<file path="config.mk">
export PLATFORM = sky130hd
export DESIGN_NAME = rst_cause_unit
export DESIGN_NICKNAME = d
export VERILOG_FILES = /design/src/rtl/rcu_pkg.sv /design/src/rtl/rcu_sync.sv /design/src/rtl/rcu_flags.sv /design/src/rtl/rcu_stretch.sv /design/src/rtl/rst_cause_unit.sv
export SDC_FILE = /design/constraint.sdc
export NUM_CORES = 1
export LEC_CHECK = 0
export BUFFER_PORTS_ARGS = -buffer_cell sky130_fd_sc_hd__buf_4
export CAP_MARGIN = 20
export CORE_AREA = 2 2 45 47
export DETAILED_ROUTE_END_ITERATION = 8
export DIE_AREA = 0 0 47 49
export PLACE_DENSITY = 0.49
export SETUP_SLACK_MARGIN = 0.2
export SLEW_MARGIN = 40
export SYNTH_ARGS = -nofsm -noshare
export SYNTH_HDL_FRONTEND = slang
export SYNTH_SLANG_ARGS = --single-unit
</file>
<file path="constraint.sdc">
create_clock -name clk -period 1.5 [get_ports clk]
set_input_delay 0.075 -clock clk [delete_from_list [all_inputs] [get_ports clk]]
set_output_delay 0.075 -clock clk [all_outputs]
set_load 0.02 [all_outputs]
</file>
<file path="src/rtl/rcu_pkg.sv">
package rcu_pkg;
    localparam int FLAG_W  = 4;
    localparam int BIT_POR = 0;
    localparam int BIT_EXT = 1;
    localparam int BIT_BOD = 2;
    localparam int BIT_WDT = 3;
    localparam logic [FLAG_W-1:0] FLAGS_AT_POR = FLAG_W'(1) << BIT_POR;

    typedef struct packed {
        logic [FLAG_W-1:0] flags;
    } flag_state_t;
endpackage

</file>
<file path="src/rtl/rcu_sync.sv">
module rcu_sync #(
    parameter int W = 2
) (
    input  logic         clk,
    input  logic         arst,
    input  logic [W-1:0] d_a,
    output logic [W-1:0] q
);
    typedef struct packed {
        logic [W-1:0] s1;
        logic [W-1:0] s2;
    } sync_t;

    sync_t st_d, st_q;

    always_comb begin
        st_d    = st_q;
        st_d.s1 = d_a;
        st_d.s2 = st_q.s1;
    end

    always_ff @(posedge clk or posedge arst) begin
        if (arst) st_q <= '0;
        else      st_q <= st_d;
    end

    assign q = st_q.s2;

    // the second stage only repeats what the first stage held one edge earlier
    a_r3_two_stage: assert property (@(posedge clk) disable iff (arst)
        1'b1 |=> (st_q.s2 == $past(st_q.s1)));
endmodule

</file>
<file path="src/rtl/rcu_flags.sv">
module rcu_flags
    import rcu_pkg::*;
(
    input  logic              clk,
    input  logic              por,
    input  logic [FLAG_W-1:0] set_vec,
    input  logic              wr_en,
    input  logic [FLAG_W-1:0] wr_val,
    output logic [FLAG_W-1:0] flags
);
    flag_state_t st_d, st_q;
    logic [FLAG_W-1:0] clr_vec;

    always_comb begin
        clr_vec     = wr_en ? ~wr_val : '0;
        st_d        = st_q;
        st_d.flags  = (st_q.flags & ~clr_vec) | set_vec;
    end

    always_ff @(posedge clk or posedge por) begin
        if (por) st_q.flags <= FLAGS_AT_POR;
        else     st_q       <= st_d;
    end

    assign flags = st_q.flags;

    for (genvar k = 0; k < FLAG_W; k++) begin : g_chk
        // an event always leaves its flag set
        a_r10_event_wins: assert property (@(posedge clk) disable iff (por)
            set_vec[k] |=> flags[k]);
        // a clear flag cannot be set by software
        a_r6_no_sw_set: assert property (@(posedge clk) disable iff (por)
            (!flags[k] && !set_vec[k]) |=> !flags[k]);
        // a set flag stays set unless software writes 0 to it
        a_r7_sticky: assert property (@(posedge clk) disable iff (por)
            (flags[k] && !(wr_en && !wr_val[k])) |=> flags[k]);
        // a 0 written with no event clears the flag
        a_r5_clear: assert property (@(posedge clk) disable iff (por)
            (wr_en && !wr_val[k] && !set_vec[k]) |=> !flags[k]);
    end
endmodule

</file>
<file path="src/rtl/rcu_stretch.sv">
module rcu_stretch #(
    parameter int STRETCH = 8
) (
    input  logic clk,
    input  logic por,
    input  logic src_any,
    output logic sys_rst
);
    localparam int CW = $clog2(STRETCH + 1);
    localparam logic [CW-1:0] CNT_MAX = CW'(STRETCH);

    typedef struct packed {
        logic [CW-1:0] cnt;
    } str_t;

    str_t st_d, st_q;

    always_comb begin
        st_d = st_q;
        if (src_any)              st_d.cnt = CNT_MAX;
        else if (st_q.cnt != '0)  st_d.cnt = st_q.cnt - 1'b1;
    end

    always_ff @(posedge clk or posedge por) begin
        if (por) st_q.cnt <= CNT_MAX;
        else     st_q     <= st_d;
    end

    assign sys_rst = (st_q.cnt != '0);

    // an active source yields reset on the following cycle
    a_r11_src_asserts: assert property (@(posedge clk) disable iff (por)
        src_any |=> sys_rst);
    // reset only drops when no source was present at the previous edge
    a_r11_fall_quiet: assert property (@(posedge clk) disable iff (por)
        (sys_rst && src_any) |=> sys_rst);
endmodule

</file>
<file path="src/rtl/rst_cause_unit.sv">
module rst_cause_unit
    import rcu_pkg::*;
#(
    parameter int STRETCH = 8,
    parameter int REG_W   = 8
) (
    input  logic             clk,
    input  logic             por_req,
    input  logic             ext_req_a,
    input  logic             bod_req_a,
    input  logic             wdt_evt,
    input  logic             wr_en,
    input  logic [REG_W-1:0] wr_data,
    output logic [REG_W-1:0] rd_data,
    output logic             sys_rst
);
    localparam int HI_W = REG_W - FLAG_W;

    logic [1:0]        req_s;
    logic [FLAG_W-1:0] set_vec;
    logic [FLAG_W-1:0] flags;
    logic              src_any;
    logic              unused_hi;

    rcu_sync #(.W(2)) u_sync (
        .clk  (clk),
        .arst (por_req),
        .d_a  ({bod_req_a, ext_req_a}),
        .q    (req_s)
    );

    always_comb begin
        set_vec          = '0;
        set_vec[BIT_EXT] = req_s[0];
        set_vec[BIT_BOD] = req_s[1];
        set_vec[BIT_WDT] = wdt_evt;
        src_any          = |set_vec;
    end

    rcu_flags u_flags (
        .clk     (clk),
        .por     (por_req),
        .set_vec (set_vec),
        .wr_en   (wr_en),
        .wr_val  (wr_data[FLAG_W-1:0]),
        .flags   (flags)
    );

    rcu_stretch #(.STRETCH(STRETCH)) u_stretch (
        .clk     (clk),
        .por     (por_req),
        .src_any (src_any),
        .sys_rst (sys_rst)
    );

    assign unused_hi = ^wr_data[REG_W-1:FLAG_W];
    assign rd_data   = {{HI_W{1'b0}}, flags};

    // the power-on flag falls only on a software write of 0 to bit 0
    a_r9_por_flag_sw_only: assert property (@(posedge clk) disable iff (por_req)
        $fell(rd_data[BIT_POR]) |-> $past(wr_en && !wr_data[BIT_POR]));
endmodule

</file>
==> results_dict.tcl <==
set metrics [dict create \
    cp_cell_sequence "inv_2 -> ha_4 -> or3b_4 -> buf_6" \
    n_fill_cell 191 \
    post_synth_num_cell_types 19 \
    antenna_found_initial 0 \
    portBuffers 14 \
    clockBufferDepth 2 \
    reg2reg_from "u_stretch.st_q[0]$_DFFE_PP0P_" \
    grt_setup_unrepaired "yes" \
    fmax_ghz 0.6929 \
    ys.flop_type "dfrtp_1" \
    synth-seq-cells 12 \
    cp_num_buf_inv 2 \
    rows 16 \
    syn_inst 43 \
    placed_cells 82 \
    place_ws_ns 0.07556 \
    drc 0 \
    hold_path_class "input pin to flip-flop" \
    endpoint_kind "output pin" \
    syn_to_final_growth_pct 54.24 \
    finalClockSkew_ns 0.0005266 \
    io_pins 23 \
    num_vias 376 \
    yosys-top-cells-area "dfrtp_1 48%, dfstp_2 10%, buf_4 5.8%" \
    die_w_um 47 \
    required_ns 1.42 \
    slowest_delay_ns 0.39 \
    syn_avg_cell_area_um2 12.02 \
    critical_path_class "flip-flop to output pin" \
    gp_congestion 0.7339 \
    overflow 0 \
    wl_um 954 \
    layout.cells.non_filler 98 \
    synth-seq-area-share_pct 58.60 \
    grt_pass1_vias 398 \
    synth-edff-count 0 \
    netlist_top_cells_count "10 x dfrtp_1, 4 x buf_4, 4 x inv_1" \
    vias_per_cell 3.837 \
    multi_input_area_um2 203.9 \
    peakVddDrop_mv 0.5115 \
    critical_path_arrival_ns 1.37 \
    grt_pass1_wl_um 1552 \
    dieArea_um2 2303 \
    crit_fanout 2 \
    yosysTopAreaCellShare_pct 48.43 \
    power.density_nw_per_um2 826.4 \
    design.core.area_um2 1842 \
    critical_path.top_delay_family "flip-flops" \
    cts_max_level 1 \
    start_util_pct 28.06 \
    fin_crit_sh_pct 96.22 \
    insertion_delay_ns 0.26 \
    yosysMostFrequentCell "dfrtp_1" \
    start_kind "flip-flop" \
    drive_gt1_share_pct 50.70 \
    yosysWarningCount 0 \
    drt_iter0_drc 4 \
    clkSlewWorstSetupHoldPaths_ns 0.07 \
    finalCriticalPeriod_ns 1.443 \
    max_cap_viol_count 0 \
    synthArstFlopShare_pct 100.0 \
    hold_path_startpoint "wr_data[0]" \
    die_h_um 49 \
    clock-sinks 12 \
    grt_max_degree 13 \
    post_drt_wl_per_cell_um 9.735 \
    detail-route-antenna-nets 0 \
    layout_setup_ws_ns 0.05672 \
    seqCellArea_um2 302.8 \
    synth_top_area_cell "dfrtp_1" \
    nets 89 \
    setup_violations 0 \
    cts_tree "built" \
    syn_area_um2 516.7 \
    slew_viol_final 0 \
    slowest_stage "dfrtp_1" \
    finalPower_w 0.0006587 \
    first_pass_iters 3 \
    hold_violations 0 \
    diodes 0 \
    cts_buffers 3 \
    cts_root_buf "clkbuf_4" \
    leakagePower_nw 0.3820 \
    crit_start "u_stretch.st_q[0]$_DFFE_PP0P_" \
    grt_usage_pct 9.380 \
    status "finished, final reports clean" \
]
routing by layer:
layer  part of all wire (%)  GRT usage (%)  up-vias
met5                      0              0        -
met2                     54          14.38       14
li1                       -              -      186
met4                      0          4.167        0
met3                    5.5          3.704        0
met1                     41          11.24      176
where the power goes:
group | switching (W) | internal (W) | total (W)
registers | 0.00000905 | 0.000340 | 0.000349
logic | 0.0000560 | 0.0000699 | 0.000126
clock network | 0.0000909 | 0.0000926 | 0.000183
flip-flops by register name (all words and copies together) (netlist names):
name / flops
u_flags.flags: 4
u_stretch.st_q: 4
u_sync.q: 2
u_sync.st_d: 2
worst register-to-register path, stage by stage (launching register included):
cell and delay, ns:
dfrtp_1 0.39, inv_2 0.08, ha_4 0.13, or3b_4 0.37, buf_4 0.17, xnor2_2 0.13, nor2_1 0.05
per-stage QoR:
| step | utilization [%] | setup TNS (ns) | hold slack, ns | area, µm² |
|---|---|---|---|---|
| after floorplan | - | 0 | -0.06173 | 528.0 |
| after global placement | 33.97 | 0 | 0.1137 | 625.6 |
| after detailed placement | 33.97 | 0 | 0.1177 | 625.6 |
| after CTS | 41.78 | 0 | 0.01655 | 769.5 |
| after global routing | 43.27 | -0.003365 | 0.04558 | 797.0 |
| final | 43.27 | 0 | 0.02992 | 797.0 |
final timing paths:
kind                                                 end  slack [ns]  cells after the start
min reg2reg                        u_sync.q[1]$_DFF_PP0_        0.35                      0
min in group asynchronous     u_flags.flags[1]$_DFF_PP0_        0.38                      3
max reg2reg                u_stretch.st_q[0]$_DFFE_PP0P_        0.07                      6
min                           u_flags.flags[0]$_DFF_PP1_        0.03                      3
max in group asynchronous     u_flags.flags[0]$_DFF_PP1_        0.78                      3
max                                              sys_rst        0.06                      4
final cells by class:
cell class	instances	share of cell area, %
Clock buffer	3	2.826
Timing Repair Buffer	27	27.47
Multi-Input combinational cell	25	25.59
Tap cell	27	4.239
Inverter	4	1.884
Sequential cell	12	37.99
cell usage in the layout, fill, tap and decap left out, drive strengths merged:
cell	instances
or3	2
nand2	1
nand2b	3
conb	4
clkbuf	3
dlygate4sd3	5
xnor2	1
nor2	3
a21boi	1
inv	4
or3b	1
xor2	1
a211oi	1
a21o	3
a211o	1
ha	2
nor3	1
dfrtp	10
dfstp	2
buf	22
cells by family after synthesis:
family / after synthesis / share of synthesized area (%)
adders and majority gates: 2 / 4.842
DFF: 12 / 58.60
xor gates and xnor gates: 2 / 3.390
buffers and inverters: 9 / 10.90
other: 1 / 0.7257
AOI/OAI and AO/OA: 6 / 9.928
and+or+nand+nor: 11 / 11.62
timing repair:
item / in CTS / in global routing
hold buffers: 5 / 0
hold endpoints to repair: 14 / 0
pin swaps: 1 / 2
resized for setup: 6 / 4
endpoints found under the setup margin: 4 / 5
buffers inserted: 7 / 1
(Power assumes the default switching activity.)
